File: config.mk
export PLATFORM = sky130hd
export DESIGN_NAME = irq_trig_cond
export DESIGN_NICKNAME = d
export VERILOG_FILES = /design/src/rtl/irq_trig_pkg.sv /design/src/rtl/irq_trig_rst_sync.sv /design/src/rtl/irq_trig_regs.sv /design/src/rtl/irq_trig_lane.sv /design/src/rtl/irq_trig_cond.sv
export SDC_FILE = /design/constraint.sdc
export NUM_CORES = 1
export LEC_CHECK = 0
export BUFFER_PORTS_ARGS = -buffer_cell sky130_fd_sc_hd__buf_2
export CORE_UTILIZATION = 30
export DETAILED_ROUTE_END_ITERATION = 16
export PLACE_DENSITY = 0.57
export SYNTH_ARGS = -nofsm -noshare
export SYNTH_HDL_FRONTEND = slang
export SYNTH_SLANG_ARGS = --single-unit
File: constraint.sdc
create_clock -name clk -period 1.3 [get_ports clk]
set_clock_uncertainty 0.15 [all_clocks]
set_input_delay 0.26 -clock clk [delete_from_list [all_inputs] [get_ports clk]]
set_output_delay 0.26 -clock clk [all_outputs]
set_load 0.02 [all_outputs]
File: src/rtl/irq_trig_pkg.sv
package irq_trig_pkg;

  localparam int unsigned MODE_W = 2;

  // Per-source trigger selection code
  typedef enum logic [MODE_W-1:0] {
    TRIG_LVL_HI = 2'b00,
    TRIG_LVL_LO = 2'b01,
    TRIG_RISE   = 2'b10,
    TRIG_FALL   = 2'b11
  } trig_mode_e;

  // Register write target
  typedef enum logic [1:0] {
    WSEL_CFG  = 2'b00,
    WSEL_EN   = 2'b01,
    WSEL_CLR  = 2'b10,
    WSEL_NONE = 2'b11
  } wr_sel_e;

endpackage

File: src/rtl/irq_trig_rst_sync.sv
module irq_trig_rst_sync #(
  parameter int unsigned STAGES = 2
) (
  input  logic clk,
  input  logic arst_n,
  output logic rst_n_sync
);

  logic [STAGES-1:0] sync_q;
  logic [STAGES-1:0] sync_d;

  always_comb begin
    sync_d = {sync_q[STAGES-2:0], 1'b1};
  end

  always_ff @(posedge clk or negedge arst_n) begin
    if (!arst_n) begin
      sync_q <= '0;
    end else begin
      sync_q <= sync_d;
    end
  end

  assign rst_n_sync = sync_q[STAGES-1];

endmodule

File: src/rtl/irq_trig_regs.sv
module irq_trig_regs
  import irq_trig_pkg::*;
#(
  parameter int unsigned NUM_SRC = 6,
  parameter int unsigned DATA_W  = 32
) (
  input  logic                      clk,
  input  logic                      rst_n,
  input  logic                      wr_en,
  input  logic [1:0]                wr_addr,
  input  logic [DATA_W-1:0]         wr_data,
  output logic [NUM_SRC*MODE_W-1:0] cfg_o,
  output logic [NUM_SRC-1:0]        en_o,
  output logic [NUM_SRC-1:0]        clr_o,
  output logic [NUM_SRC-1:0]        mode_chg_o
);

  localparam int unsigned CFG_W = NUM_SRC * MODE_W;

  logic [CFG_W-1:0]   cfg_q, cfg_d;
  logic [NUM_SRC-1:0] en_q, en_d;
  logic               cfg_wr, en_wr, clr_wr;
  logic               unused_upper;

  assign unused_upper = ^wr_data[DATA_W-1:CFG_W];

  // Decode of the write target
  always_comb begin
    cfg_wr = wr_en && (wr_sel_e'(wr_addr) == WSEL_CFG);
    en_wr  = wr_en && (wr_sel_e'(wr_addr) == WSEL_EN);
    clr_wr = wr_en && (wr_sel_e'(wr_addr) == WSEL_CLR);
    cfg_d  = wr_data[CFG_W-1:0];
    en_d   = wr_data[NUM_SRC-1:0];
  end

  always_ff @(posedge clk or negedge rst_n) begin
    if (!rst_n) begin
      cfg_q <= '0;
    end else if (cfg_wr) begin
      cfg_q <= cfg_d;
    end
  end

  always_ff @(posedge clk or negedge rst_n) begin
    if (!rst_n) begin
      en_q <= '0;
    end else if (en_wr) begin
      en_q <= en_d;
    end
  end

  // Per-source strobes: a field changed by this write, and a clear pulse
  for (genvar i = 0; i < NUM_SRC; i++) begin : g_src
    always_comb begin
      mode_chg_o[i] = cfg_wr && (cfg_d[i*MODE_W +: MODE_W] != cfg_q[i*MODE_W +: MODE_W]);
      clr_o[i]      = clr_wr && wr_data[i];
    end
  end

  assign cfg_o = cfg_q;
  assign en_o  = en_q;

  AST_EN_CAPTURE: assert property (@(posedge clk) disable iff (!rst_n)
    en_wr |=> (en_q == $past(wr_data[NUM_SRC-1:0])));

  AST_CFG_HOLD: assert property (@(posedge clk) disable iff (!rst_n)
    !cfg_wr |=> $stable(cfg_q));

endmodule

File: src/rtl/irq_trig_lane.sv
module irq_trig_lane
  import irq_trig_pkg::*;
(
  input  logic       clk,
  input  logic       rst_n,
  input  trig_mode_e mode,
  input  logic       en,
  input  logic       clr,
  input  logic       mode_chg,
  input  logic       src_in,
  output logic       req
);

  logic prev_q;
  logic pend_q, pend_d, pend_upd;
  logic hit;
  logic raw_req;

  // Edge qualification against the previous sample
  always_comb begin
    unique case (mode)
      TRIG_RISE: hit = src_in & ~prev_q;
      TRIG_FALL: hit = ~src_in & prev_q;
      default:   hit = 1'b0;
    endcase
  end

  // Pending flag next state: mode change > new edge > clear
  always_comb begin
    pend_upd = mode_chg | hit | clr;
    if (mode_chg) begin
      pend_d = 1'b0;
    end else if (hit) begin
      pend_d = 1'b1;
    end else begin
      pend_d = 1'b0;
    end
  end

  always_ff @(posedge clk or negedge rst_n) begin
    if (!rst_n) begin
      prev_q <= 1'b0;
    end else begin
      prev_q <= src_in;
    end
  end

  always_ff @(posedge clk or negedge rst_n) begin
    if (!rst_n) begin
      pend_q <= 1'b0;
    end else if (pend_upd) begin
      pend_q <= pend_d;
    end
  end

  always_comb begin
    unique case (mode)
      TRIG_LVL_HI: raw_req = src_in;
      TRIG_LVL_LO: raw_req = ~src_in;
      default:     raw_req = pend_q;
    endcase
    req = en & raw_req;
  end

  AST_RISE_LATCH: assert property (@(posedge clk) disable iff (!rst_n)
    (mode == TRIG_RISE && src_in && !prev_q && !mode_chg) |=> pend_q);

  AST_FALL_LATCH: assert property (@(posedge clk) disable iff (!rst_n)
    (mode == TRIG_FALL && !src_in && prev_q && !mode_chg) |=> pend_q);

  AST_PEND_HOLD: assert property (@(posedge clk) disable iff (!rst_n)
    (pend_q && !clr && !mode_chg) |=> pend_q);

  AST_EDGE_BEATS_CLR: assert property (@(posedge clk) disable iff (!rst_n)
    (clr && !mode_chg && mode == TRIG_RISE && src_in && !prev_q) |=> pend_q);

  AST_MODE_FLUSH: assert property (@(posedge clk) disable iff (!rst_n)
    mode_chg |=> !pend_q);

  AST_LEVEL_NOPEND: assert property (@(posedge clk) disable iff (!rst_n)
    (mode == TRIG_LVL_HI || mode == TRIG_LVL_LO) |-> !pend_q);

endmodule

File: src/rtl/irq_trig_cond.sv
module irq_trig_cond
  import irq_trig_pkg::*;
#(
  parameter int unsigned NUM_GROUPS = 2,
  parameter int unsigned DATA_W     = 32,
  parameter int unsigned RST_STAGES = 2
) (
  input  logic                    clk,
  input  logic                    rst_n,
  input  logic                    wr_en,
  input  logic [1:0]              wr_addr,
  input  logic [DATA_W-1:0]       wr_data,
  input  logic [2*NUM_GROUPS-1:0] ext_irq_i,
  input  logic [NUM_GROUPS-1:0]   pl_irq_i,
  output logic [3*NUM_GROUPS-1:0] req_o
);

  localparam int unsigned NUM_SRC = 3 * NUM_GROUPS;
  localparam int unsigned CFG_W   = NUM_SRC * MODE_W;

  logic               rst_n_sync;
  logic [CFG_W-1:0]   cfg_w;
  logic [NUM_SRC-1:0] en_w, clr_w, chg_w, src_w;

  irq_trig_rst_sync #(.STAGES(RST_STAGES)) u_rst_sync (
    .clk        (clk),
    .arst_n     (rst_n),
    .rst_n_sync (rst_n_sync)
  );

  irq_trig_regs #(.NUM_SRC(NUM_SRC), .DATA_W(DATA_W)) u_regs (
    .clk        (clk),
    .rst_n      (rst_n_sync),
    .wr_en      (wr_en),
    .wr_addr    (wr_addr),
    .wr_data    (wr_data),
    .cfg_o      (cfg_w),
    .en_o       (en_w),
    .clr_o      (clr_w),
    .mode_chg_o (chg_w)
  );

  // Source order per group: two external pins, then one programmable-logic input
  for (genvar i = 0; i < NUM_SRC; i++) begin : g_lane
    if ((i % 3) == 2) begin : g_pl
      assign src_w[i] = pl_irq_i[i / 3];
    end else begin : g_ext
      assign src_w[i] = ext_irq_i[(i / 3) * 2 + (i % 3)];
    end

    irq_trig_lane u_lane (
      .clk      (clk),
      .rst_n    (rst_n_sync),
      .mode     (trig_mode_e'(cfg_w[i*MODE_W +: MODE_W])),
      .en       (en_w[i]),
      .clr      (clr_w[i]),
      .mode_chg (chg_w[i]),
      .src_in   (src_w[i]),
      .req      (req_o[i])
    );
  end

  AST_RESET_QUIET: assert property (@(posedge clk)
    !rst_n_sync |-> (req_o == '0));

endmodule

Word level (Yosys, flattened, before mapping)
Index checks and enable logic that the tools add are counted.
{ "word_totals": {"in_bits": 43, "wordCells": 129, "ff_bits": 32, "output_inout_bits": 6} }
{ "op_classes": {"n_eq_ne": 26, "reduce_logical": 22, "muxes": 24, "n_bitwise": 42} }
{ "ops": {"columns": ["op", "count"], "rows": [
  ["2-bit equality test (second input constant)", 13],
  ["1-bit case mux with 2 select lines", 12],
  ["1-bit bitwise AND", 18],
  ["1-bit logical AND", 15],
  ["2-bit by 1-bit equality test with 1-bit output (second input constant)", 7],
  ["2-bit zero test", 7],
  ["1-bit two-way mux", 12],
  ["2-bit inequality test", 6],
  ["1-bit NOT", 12],
  ["1-bit bitwise OR", 12]
]} }

Depth between registers and ports, before layout
Gate-level depths: netlist (run 1).
{ "logic_depth": {"word_depth": 5, "ltp_mapped": 4, "ltp_nobuf": 3} }

By module
A second synthesis (run 1) with hierarchy kept.
{ "unflattened": {"hier_cells": 123, "area_unflattened_um2": 1627.8} }
{ "modules_own_cells": {"columns": ["mod", "cells_each", "instances", "seq_area_each_um2", "area_each_um2"], "rows": [
  ["irq_trig_regs", 66, 1, 450.4, 890.9],
  ["irq_trig_lane", 9, 6, 50.0, 113.9],
  ["irq_trig_rst_sync", 3, 1, 50.0, 53.8]
]} }

Worst setup path before layout (run 1)
OpenSTA, ideal clock, no wires.
{ "synth_timing": {"path_kind": "flip-flop to output port", "start": "register u_regs.cfg_q[0] (netlist: u_regs.cfg_o[0])", "end": "output req_o[0]", "t_required_ns": 0.890, "path_buffers": 1, "slack_ns": -0.014, "arrival_ns": 0.904, "path_stages_with_launch": 5, "path_cell_list": "dfrtp_1 -> xnor2_1 -> o21ai_0 -> and2_1 -> buf_4"} }
{ "synth_between": {"elab_chain_cells": 3, "elab_cells_between_ends": 4, "classes_between": "eq/ne (1); mux (1); bitwise (1); reduce/logical (1)"} }
{ "synth_lines": {"columns": ["item", "line_no", "source"], "rows": [
  ["start: declaration", "irq_trig_regs.sv:20", "logic [CFG_W-1:0] cfg_q, cfg_d;"],
  ["start signal: assignment", "irq_trig_regs.sv:40", "cfg_q <= cfg_d;"],
  ["2-bit by 1-bit equality test with 1-bit output / 2-bit zero test (equally long branches)", "irq_trig_lane.sv:57", "unique case (mode)"],
  ["1-bit case mux with 2 select lines *", "irq_trig_lane.sv:57", null],
  ["1-bit bitwise AND *", "irq_trig_lane.sv:62", "req = en & raw_req;"],
  ["end: declaration", "irq_trig_cond.sv:15", "output logic [3*NUM_GROUPS-1:0] req_o"]
]} }
Every way passes the cells marked *; elsewhere a longest branch is shown, timed or not.

Worst setup path in the final report (run 1)
Same ends and word-level chain as after synthesis.

==> run metrics, run 1 <==
Post-Syn Instances 136; Worst Setup Path Type register to output port; fill count 490; via total after detailed routing 1182; via count of the first global-routing pass 1229; Core Box Area 5170 um2; CP Cell Sequence xnor2_1 > o21ai_1 > and2_1 > buf_6; violations in the final reports negative setup slack; fraction of final layout cells with drive strength greater than 1 45.1%; root buffer selected by CTS sky130_fd_sc_hd__clkbuf_8; fin. max-slew vios 0; final antenna-violating net count 0; number of port buffers 28; Worst Hold Class register to asynchronous set/reset pin; I/O Pins 49; number of warnings issued by yosys 0; Vert. Die Dim 75.7 um; worst-skew pair later-pin latency 0.28 ns; Wirelength per Cell 11.8 um; number of distinct standard cells referenced by the synthesized netlist 22; area of the mapped netlist 1630 um2; Max H-tree Level 2; ratio of final minimum period to clock period 121%; number of antenna violations at the first check in global routing 0; clock buffers created by TritonCTS 5; die outline area 5720 um2; most area-hungry cell type in the Yosys netlist sky130_fd_sc_hd__dfrtp_1; kind of start point of the critical path register; overflow left after global routing 0; total nets after synthesis 179; diodes inserted 0; Total Wirelength 3140 um; total clock sinks 32; largest net degree at the start of global routing 23; Nets 238; register bit count reported by yosys 32; total of endpoints with negative setup slack in the final report 6; Remaining DRCs 0; buffer depth of the longest clock path 2; ratio of routed vias to standard cells 4.46; crit path DAT 1.16 ns; final hold viol count 0; Initial Util 31.5%; cell type group with the largest total delay on the critical path flip-flops; maximum clock frequency 635 MHz; Routability Congestion 0.686; hold slack 0.0169 ns; Max Cap Violations 0; leakage 0.982 nW; share of the core filled with cells 42.2%; Worst Setup Slack post-DPL -0.109 ns; worst-path cell with the longest stage delay sky130_fd_sc_hd__dfrtp_1; wire length of the first global-routing pass 5440 um; clock tree from TritonCTS yes; clock slew seen by the registers of the worst setup and hold paths 0.07 ns; peak per-stage delay on the critical path 0.39 ns; power density over cell area 1360 nW/um2; Cells after DPL 250; unrepaired setup endpoints after global routing yes; Final Critical Period 1.57 ns; kind of end point of the critical path output port; highest ir drop seen on vdd 0.820 mV; Die Width 75.7 um; post-route insts no fill 265; number of buffer and inverter stages on the critical path 1; share of the synthesized area in the top cell type 49.2%; smallest setup slack after layout -0.274 ns; Mean Syn Cell Area 12.0 um2; standard-cell row count 26; Overall Global Routing Usage 13.0%; DRT iter0 DRCs 57; data required time at the worst endpoint 0.89 ns; leading cell types by total area after synthesis sky130_fd_sc_hd__dfrtp_1, sky130_fd_sc_hd__mux2_2, sky130_fd_sc_hd__xnor2_1; Pre-Repair DR Iteration Count 4; HPWL Detailed 2290 um; sequential element share of the synthesized area 49.2%; status finished, violations left; peak fanout along the critical path 2; area growth from synthesis to layout 34.0%
## cells in the mapped netlist (all sizes together)
| cell | n |
|---|---|
| nand4bb | 4 |
| buf | 7 |
| nor3b | 2 |
| o21ai | 14 |
| nand2 | 13 |
| and3b | 2 |
| dfrtp | 32 |
| a32oi | 4 |
| nand2b | 2 |
| a22oi | 2 |
| nand3b | 1 |
| xnor2 | 18 |
| and2 | 1 |
| a21oi | 5 |
| nor2 | 1 |
| inv | 5 |
| mux2 | 18 |
| conb | 1 |
| nand4b | 4 |
## stage by stage
| stage | area (um2) | setup TNS [ns] | total power [W] |
|---|---|---|---|
| 2_1_floorplan | 1630 | 0 | 0.00191 |
| 3_3_place_gp | 1980 | -1.53 | 0.00215 |
| 3_5_place_dp | 1980 | -1.47 | 0.00217 |
| 4_1_cts | 2150 | -1.34 | 0.00296 |
| 5_1_grt | 2180 | -1.71 | 0.00316 |
| 6_report | 2180 | -1.23 | 0.00297 |
## area by class of cell
type | count | area (um2) | share of cell area, %
flip-flops and latches | 32 | 801 | 36.7
inverters | 5 | 18.8 | 0.861
repair buffers | 59 | 419 | 19.2
well taps | 70 | 87.6 | 4.02
multi-input cells | 92 | 777 | 35.6
clock buffers | 6 | 72.6 | 3.33
clock inverters | 1 | 5.00 | 0.229
## report_power, final
part / internal, W / switching, W
combinational: 0.000551 / 0.000421
sequential: 0.00119 / 0.000102
clock: 0.000364 / 0.000352
total: 0.00210 / 0.000875
## routing by layer
metal,routed length (um),global-route usage (%),vias up
li1,-,-,594
met1,1530,15.9,562
met2,1470,22.1,22
met3,109,3.57,4
met4,27,4.32,0
met5,0,0,-
## cell usage in the layout, fill, tap and decap left out, types with 3 or more instances in the layout
| cell | count |
|---|---|
| sky130_fd_sc_hd__buf_2 | 22 |
| sky130_fd_sc_hd__clkbuf_8 | 5 |
| sky130_fd_sc_hd__a32oi_1 | 4 |
| sky130_fd_sc_hd__buf_4 | 29 |
| sky130_fd_sc_hd__xnor2_1 | 14 |
| sky130_fd_sc_hd__o21ai_1 | 4 |
| sky130_fd_sc_hd__mux2_4 | 4 |
| sky130_fd_sc_hd__a21oi_1 | 5 |
| sky130_fd_sc_hd__nand4bb_1 | 4 |
| sky130_fd_sc_hd__nand2_1 | 13 |
| sky130_fd_sc_hd__nand4b_1 | 4 |
| sky130_fd_sc_hd__xnor2_2 | 4 |
| sky130_fd_sc_hd__mux2_2 | 14 |
| sky130_fd_sc_hd__inv_2 | 3 |
| sky130_fd_sc_hd__o21ai_0 | 9 |
| sky130_fd_sc_hd__dlygate4sd3_1 | 6 |
| sky130_fd_sc_hd__dfrtp_1 | 32 |
## state kept, by name (all words and copies together) (netlist names)
register              cells
g_lane.u_lane.prev_q      6
g_lane.u_lane.pend_q      6
u_rst_sync.sync_q         2
u_regs.en_o               6
u_regs.cfg_o             12
## path summary, 6_finish.rpt
check                           slack [ns]                      startpoint  cells past startpoint                             endpoint
worst max-delay path                 -0.27     u_regs.cfg_o[0]$_DFFE_PN0P_                      4                             req_o[0]
worst min-delay path                  0.02  u_rst_sync.sync_q[1]$_DFF_PN0_                      1         u_regs.cfg_o[10]$_DFFE_PN0P_
worst max register to register        0.02     u_regs.cfg_o[2]$_DFFE_PN0P_                      5  g_lane[1].u_lane.pend_q$_DFFE_PN0P_
worst min register to register        0.02  u_rst_sync.sync_q[1]$_DFF_PN0_                      1         u_regs.cfg_o[10]$_DFFE_PN0P_
max in group asynchronous             0.67  u_rst_sync.sync_q[1]$_DFF_PN0_                      1           u_regs.en_o[0]$_DFFE_PN0P_
min in group clk                      0.06                    ext_irq_i[0]                      2    g_lane[0].u_lane.prev_q$_DFF_PN0_
## what timing repair did
action,CTS,global route
hold buffers,6,0
pin swaps,10,7
buffers inserted,3,2
endpoints found under the hold margin,7,0
setup endpoints to repair,6,9
resized for setup,9,11
## cells by family (layout without fill, tap and decap cells)
| group | Yosys count | in the layout | synth area share (%) |
|---|---|---|---|
| AO/OA/AOI/OAI | 25 | 25 | 8.92 |
| XOR/XNOR | 18 | 18 | 9.68 |
| buffers and inverters | 12 | 71 | 5.15 |
| flip-flops | 32 | 32 | 49.2 |
| multiplexers | 18 | 18 | 13.4 |
| other | 1 | 1 | 0.230 |
| AND/OR/NAND/NOR | 30 | 30 | 13.5 |
No activity file was read; power rests on OpenSTA's default activity.
==> run 2: changes to the inputs <==
- ABC_AREA: default -> 0
- CORE_UTILIZATION: 30 -> 46
- PLACE_DENSITY: 0.57 -> 0.79
==> run 2 against run 1 <==
Against the previous run: clock power shrank 19%; hold slack improved by 0.0050 ns; cell area down 2.6%; the run still ends with negative setup slack left.
==> run metrics, run 2 (synthesis results as in run 1) <==
total clock sinks 32 (unchanged); Max H-tree Level 2 (unchanged); worst-skew pair later-pin latency 0.33 ns (was 0.28 ns); number of buffer and inverter stages on the critical path 1 (unchanged); standard-cell row count 21 (was 26); most common library cell in the layout ignoring fill and taps sky130_fd_sc_hd__dfrtp_1 (unchanged); power density over cell area 1340 nW/um2 (was 1360 nW/um2); via count of the first global-routing pass 1222 (was 1229); number of port buffers 28 (unchanged); overflow left after global routing 0 (unchanged); top library cells by usage in the layout, fill and taps aside sky130_fd_sc_hd__dfrtp_1, sky130_fd_sc_hd__buf_4, sky130_fd_sc_hd__buf_2, sky130_fd_sc_hd__xnor2_1, sky130_fd_sc_hd__mux2_2 (unchanged); smallest setup slack after layout -0.331 ns (was -0.274 ns); ratio of final minimum period to clock period 125% (was 121%); wire length of the first global-routing pass 5010 um (was 5440 um); Die Width 61.5 um (was 75.7 um); data required time at the worst endpoint 0.89 ns (about the same); Nets 235 (was 238); buffer depth of the longest clock path 2 (unchanged); unrepaired setup endpoints after global routing yes (unchanged); largest net degree at the start of global routing 31 (was 23); final hold viol count 0 (unchanged); Worst Setup Path Type register to output port (unchanged); highest ir drop seen on vdd 0.773 mV (was 0.820 mV); number of flip-flops in the largest register 12 (unchanged); Max Cap Violations 0 (unchanged); leakage 0.962 nW (was 0.982 nW); diodes inserted 0 (unchanged); Remaining DRCs 0 (unchanged); Total Wirelength 3120 um (was 3140 um); kind of end point of the critical path output port (unchanged); fill count 283 (was 490); clock slew seen by the registers of the worst setup and hold paths 0.08 ns (was 0.07 ns); total of endpoints with negative setup slack in the final report 6 (unchanged); fraction of final layout cells with drive strength greater than 1 45.1% (about the same); Initial Util 48.4% (was 31.5%); ratio of routed vias to standard cells 5.04 (was 4.46); violations in the final reports negative setup slack (unchanged); worst-path cell with the longest stage delay sky130_fd_sc_hd__dfrtp_1 (unchanged); peak per-stage delay on the critical path 0.39 ns (about the same); clock tree from TritonCTS yes (unchanged); Total Negative Setup Slacks -1.63 ns (was -1.23 ns); maximum clock frequency 613 MHz (was 635 MHz); peak fanout along the critical path 2 (unchanged); kind of start point of the critical path register (unchanged); DRT iter0 DRCs 50 (was 57); Routability Congestion 0.770 (was 0.686); final antenna-violating net count 0 (unchanged); hold slack 0.0219 ns (was 0.0169 ns); number of antenna violations at the first check in global routing 0 (unchanged); Wirelength per Cell 13.1 um (was 11.8 um); via total after detailed routing 1205 (was 1182); CP Cell Sequence xnor2_1 > o21ai_1 > and2_4 > buf_6 (was xnor2_1 > o21ai_1 > and2_1 > buf_6); die outline area 3780 um2 (was 5720 um2); I/O Pins 49 (unchanged); clock buffers created by TritonCTS 5 (unchanged); root buffer selected by CTS sky130_fd_sc_hd__clkbuf_4 (was sky130_fd_sc_hd__clkbuf_8); status finished, violations left (unchanged); Final Critical Period 1.63 ns (was 1.57 ns); area growth from synthesis to layout 30.5% (was 34.0%); crit path DAT 1.22 ns (was 1.16 ns); Pre-Repair DR Iteration Count 4 (unchanged); fin. max-slew vios 0 (unchanged); Core Box Area 3360 um2 (was 5170 um2); Overall Global Routing Usage 18.5% (was 13.0%); cell type group with the largest total delay on the critical path flip-flops (unchanged); HPWL Detailed 2290 um (about the same); Worst Hold Class input pin to register (was register to asynchronous set/reset pin); Vert. Die Dim 61.5 um (was 75.7 um)
-- run 2: cell types whose count changed in the layout (fill, tap and decap cells not counted), moves of 2 or more --
cell and change:
sky130_fd_sc_hd__nor3b_1 -2, sky130_fd_sc_hd__clkbuf_4 +5, sky130_fd_sc_hd__clkbuf_8 -4, sky130_fd_sc_hd__buf_4 -4
-- run 2: path summary, 6_finish.rpt --
| kind | endpoint | slack [ns] | start | depth (start not counted) |
|---|---|---|---|---|
| setup / recovery | req_o[0] | -0.33 | u_regs.cfg_o[0]$_DFFE_PN0P_ | 4 |
| hold / removal | g_lane[0].u_lane.prev_q$_DFF_PN0_ | 0.02 | ext_irq_i[0] | 2 |
| min in group asynchronous | u_rst_sync.sync_q[0]$_DFF_PN0_ | 0.09 | rst_n | 2 |
| setup reg to reg | g_lane[3].u_lane.pend_q$_DFFE_PN0P_ | 0.06 | u_regs.cfg_o[6]$_DFFE_PN0P_ | 4 |
| max in group asynchronous | u_regs.cfg_o[4]$_DFFE_PN0P_ | 0.63 | u_rst_sync.sync_q[1]$_DFF_PN0_ | 1 |
| hold reg to reg | u_regs.en_o[0]$_DFFE_PN0P_ | 0.09 | u_rst_sync.sync_q[1]$_DFF_PN0_ | 1 |
-- run 2: final cells by class --
cell class / count / area [um2] / share of cell area (%)
Inverter: 5 / 18.8 / 0.883
Multi-Input combinational cell: 92 / 788 / 37.1
Tap cell: 46 / 57.6 / 2.71
Clock buffer: 8 / 58.8 / 2.77
Sequential cell: 32 / 801 / 37.7
Timing Repair Buffer: 56 / 400 / 18.8
-- run 2: stage by stage --
stage / util [%] / cell area [um2] / std cells / setup WS [ns] / total power, W
after floorplan: - / 1630 / 136 / 0.00178 / 0.00191
after global placement: 56.7 / 1910 / 221 / -0.0835 / 0.00209
after detailed placement: 56.7 / 1910 / 221 / -0.120 / 0.00215
after CTS: 61.9 / 2080 / 240 / -0.372 / 0.00282
after global routing: 63.2 / 2120 / 239 / -0.413 / 0.00304
final: 63.2 / 2120 / 239 / -0.331 / 0.00285
-- run 2: layer usage --
metal | global-route usage (%) | vias up | share of wire (%)
li1 | - | 595 | -
met1 | 20.9 | 580 | 41
met2 | 33.3 | 28 | 54
met3 | 5.46 | 2 | 4.8
met4 | 6.03 | 0 | 0.61
met5 | 0 | - | 0
-- run 2: repair_timing --
item | in CTS | in global routing
endpoints found under the hold margin | 7 | 0
pin swaps | 10 | 10
setup buffers | 5 | 1
resized for setup | 8 | 16
hold buffers | 6 | 0
setup endpoints to repair | 6 | 10
-- run 2: power by group --
part           switching [W]  total (W)  internal, W
sequential          0.000110    0.00129      0.00118
clock               0.000311   0.000577     0.000267
combinational       0.000428   0.000975     0.000547
==> run 3: changes to the inputs <==
- CORE_UTILIZATION: 46 -> 50
- PLACE_DENSITY: 0.79 -> 0.82
- SKIP_CTS_REPAIR_TIMING: default -> 1
- clock period: 1.3 -> 1.8 ns (I/O delays scaled with it)
==> run 3 against run 2 <==
Against the previous run: the flow now finishes without violations; cell area fell by 7.8%; sequential power fell by 25%; largest power group unchanged; total power down 30%; wire length fell by 8.0%; sequential share of layout area grew 3.6 points; global-route usage increased by 0.33 points; critical path depth unchanged; critical endpoint unchanged; setup slack better by 0.35 ns; final cell count down 7.1%; via count fell by 5.8%.
==> run metrics, run 3 (synthesis results as in run 1) <==
switching share of power 29.9% (was 29.8%); power density over cell area 1020 nW/um2 (was 1340 nW/um2); Switch Pwr 0.000598 W (was 0.000848 W); internal cell power 0.00140 W (was 0.00200 W); I/O Pins 49 (unchanged); kind of end point of the critical path output port (unchanged); total clock sinks 32 (unchanged); maximum clock frequency 561 MHz; Final Critical Period 1.78 ns; kind of start point of the critical path register (unchanged); Power, Total 0.00200 W (was 0.00285 W); Core Box Area 3080 um2 (was 3360 um2); final antenna-violating net count 0 (unchanged); clock tree from TritonCTS yes (unchanged); die outline area 3490 um2 (was 3780 um2); standard-cell row count 20 (was 21); data required time at the worst endpoint 1.29 ns (was 0.89 ns); HPWL Detailed 1970 um (was 2290 um); worst reg-to-reg setup slack 0.53 ns (was 0.06 ns); number of port buffers 28 (unchanged); share of the core filled with cells 63.7% (was 63.2%); Remaining DRCs 0 (unchanged); top library cells by usage in the layout, fill and taps aside sky130_fd_sc_hd__dfrtp_1, sky130_fd_sc_hd__buf_2, sky130_fd_sc_hd__xnor2_1, sky130_fd_sc_hd__buf_4, sky130_fd_sc_hd__mux2_2 (was sky130_fd_sc_hd__dfrtp_1, sky130_fd_sc_hd__buf_4, sky130_fd_sc_hd__buf_2, sky130_fd_sc_hd__xnor2_1, sky130_fd_sc_hd__mux2_2); Nets 220 (was 235); fraction of final layout cells with drive strength greater than 1 43.3% (was 45.1%); number of flip-flops in the largest register 12 (unchanged); relative contribution of combinational cells to total power 30.3% (was 34.3%); Overall Global Routing Usage 18.8% (was 18.5%); cell count of the worst hold path 1 (was 2); highest ir drop seen on vdd 0.644 mV (was 0.773 mV); diodes inserted 0 (unchanged); clock network power share 21.4% (was 20.3%); Seq pwr share 48.3% (was 45.5%); total of endpoints with negative setup slack in the final report 0 (was 6); root buffer selected by CTS sky130_fd_sc_hd__clkbuf_4 (unchanged); source of the worst register-to-register timing path u_regs.cfg_o[0]$_DFFE_PN0P_ (was u_regs.cfg_o[6]$_DFFE_PN0P_); Worst Hold Class input pin to register (unchanged); ratio of routed vias to standard cells 5.11 (was 5.04); most common library cell in the layout ignoring fill and taps sky130_fd_sc_hd__dfrtp_1 (unchanged); final hold viol count 0 (unchanged); clock slew seen by the registers of the worst setup and hold paths 0.10 ns (was 0.08 ns); area growth from synthesis to layout 20.4% (was 30.5%); source of the worst hold timing path ext_irq_i[1] (was ext_irq_i[0]); crit path DAT 1.27 ns (was 1.22 ns); Max Cap Violations 0 (unchanged); startpoint of the worst setup timing path u_regs.cfg_o[0]$_DFFE_PN0P_ (unchanged); DRT iter0 DRCs 23 (was 50); Pre-Repair DR Iteration Count 4 (unchanged); worst-skew pair later-pin latency 0.33 ns (about the same); Initial Util 52.9% (was 48.4%); overflow left after global routing 0 (unchanged); status finished, final reports clean (was finished, violations left); Die Width 59.1 um (was 61.5 um); Wirelength per Cell 12.9 um (was 13.1 um); fin. max-slew vios 0 (unchanged); unrepaired setup endpoints after global routing yes (unchanged); via total after detailed routing 1135 (was 1205); Routability Congestion 0.781 (was 0.770); Worst Hold Endpoint g_lane[1].u_lane.prev_q$_DFF_PN0_ (was g_lane[0].u_lane.prev_q$_DFF_PN0_); leakage 0.869 nW (was 0.962 nW); Max H-tree Level 2 (unchanged); Total Wirelength 2870 um (was 3120 um); number of cells traversed by the worst register-to-register path 4 (unchanged); buffer depth of the longest clock path 2 (unchanged); ratio of final minimum period to clock period 99.1%; wire length of the first global-routing pass 4710 um (was 5010 um); peak fanout along the critical path 3 (was 2); number of antenna violations at the first check in global routing 0 (unchanged); largest net degree at the start of global routing 31 (unchanged); via count of the first global-routing pass 1073 (was 1222); clock buffers created by TritonCTS 5 (unchanged); FF-to-FF End g_lane[0].u_lane.pend_q$_DFFE_PN0P_ (was g_lane[3].u_lane.pend_q$_DFFE_PN0P_); Vert. Die Dim 59.1 um (was 61.5 um); Worst Setup Path Type register to output port (unchanged)
run 3: cell type report:
| type | count | area [um2] |
|---|---|---|
| sequential | 32 | 808 |
| clock buffer | 8 | 58.8 |
| fill | 260 | 1120 |
| timing repair buffer | 41 | 256 |
| tap | 44 | 55.1 |
| multi-input combinational | 92 | 762 |
| inverter | 5 | 18.8 |
run 3: worst max-delay path by stage:
stage / end / slack (ns) / cells after the start
final: req_o[0] / 0.02 / 4
after global routing: req_o[0] / -0.04 / 4
after CTS: req_o[0] / -0.07 / 4
after detailed placement: u_regs.cfg_o[11]$_DFFE_PN0P_ / 0.20 / 4
after global placement: u_regs.cfg_o[3]$_DFFE_PN0P_ / 0.24 / 4
after floorplan: req_o[0] / 0.39 / 4
run 3: metrics by stage:
step,setup TNS [ns],hold WS (ns),instances,setup slack (ns),area (um2)
finish,0,0.0224,222,0.0160,1960
global route,-0.0633,0.00106,222,-0.0427,1960
CTS,-0.0716,-0.360,210,-0.0716,1820
detailed placement,0,-0.00248,202,0.199,1770
global placement,0,-0.00493,202,0.238,1770
floorplan,0,-0.0856,136,0.386,1630
run 3: power by group through the flow:
stage	combinational, W	sequential, W	clock, W
after floorplan	0.000412	0.000960	0
after global placement	0.000470	0.000969	0
after detailed placement	0.000485	0.000982	0
after CTS	0.000488	0.000968	0.000436
after global routing	0.000664	0.000986	0.000469
final	0.000604	0.000965	0.000428
run 3: routing by layer:
layer	part of all wire [%]	GRT usage (%)	routed length, um
met3	5.3	6.99	151
met5	0	0	0
met2	49	30.4	1420
met4	1.6	7.82	45
met1	44	22.8	1260
run 3: worst max-delay path, stage by stage, from the launching register on:
cell	delay, ns
sky130_fd_sc_hd__dfrtp_2	0.44
sky130_fd_sc_hd__xnor2_2	0.13
sky130_fd_sc_hd__o21ai_1	0.11
sky130_fd_sc_hd__and2_1	0.15
sky130_fd_sc_hd__buf_6	0.12
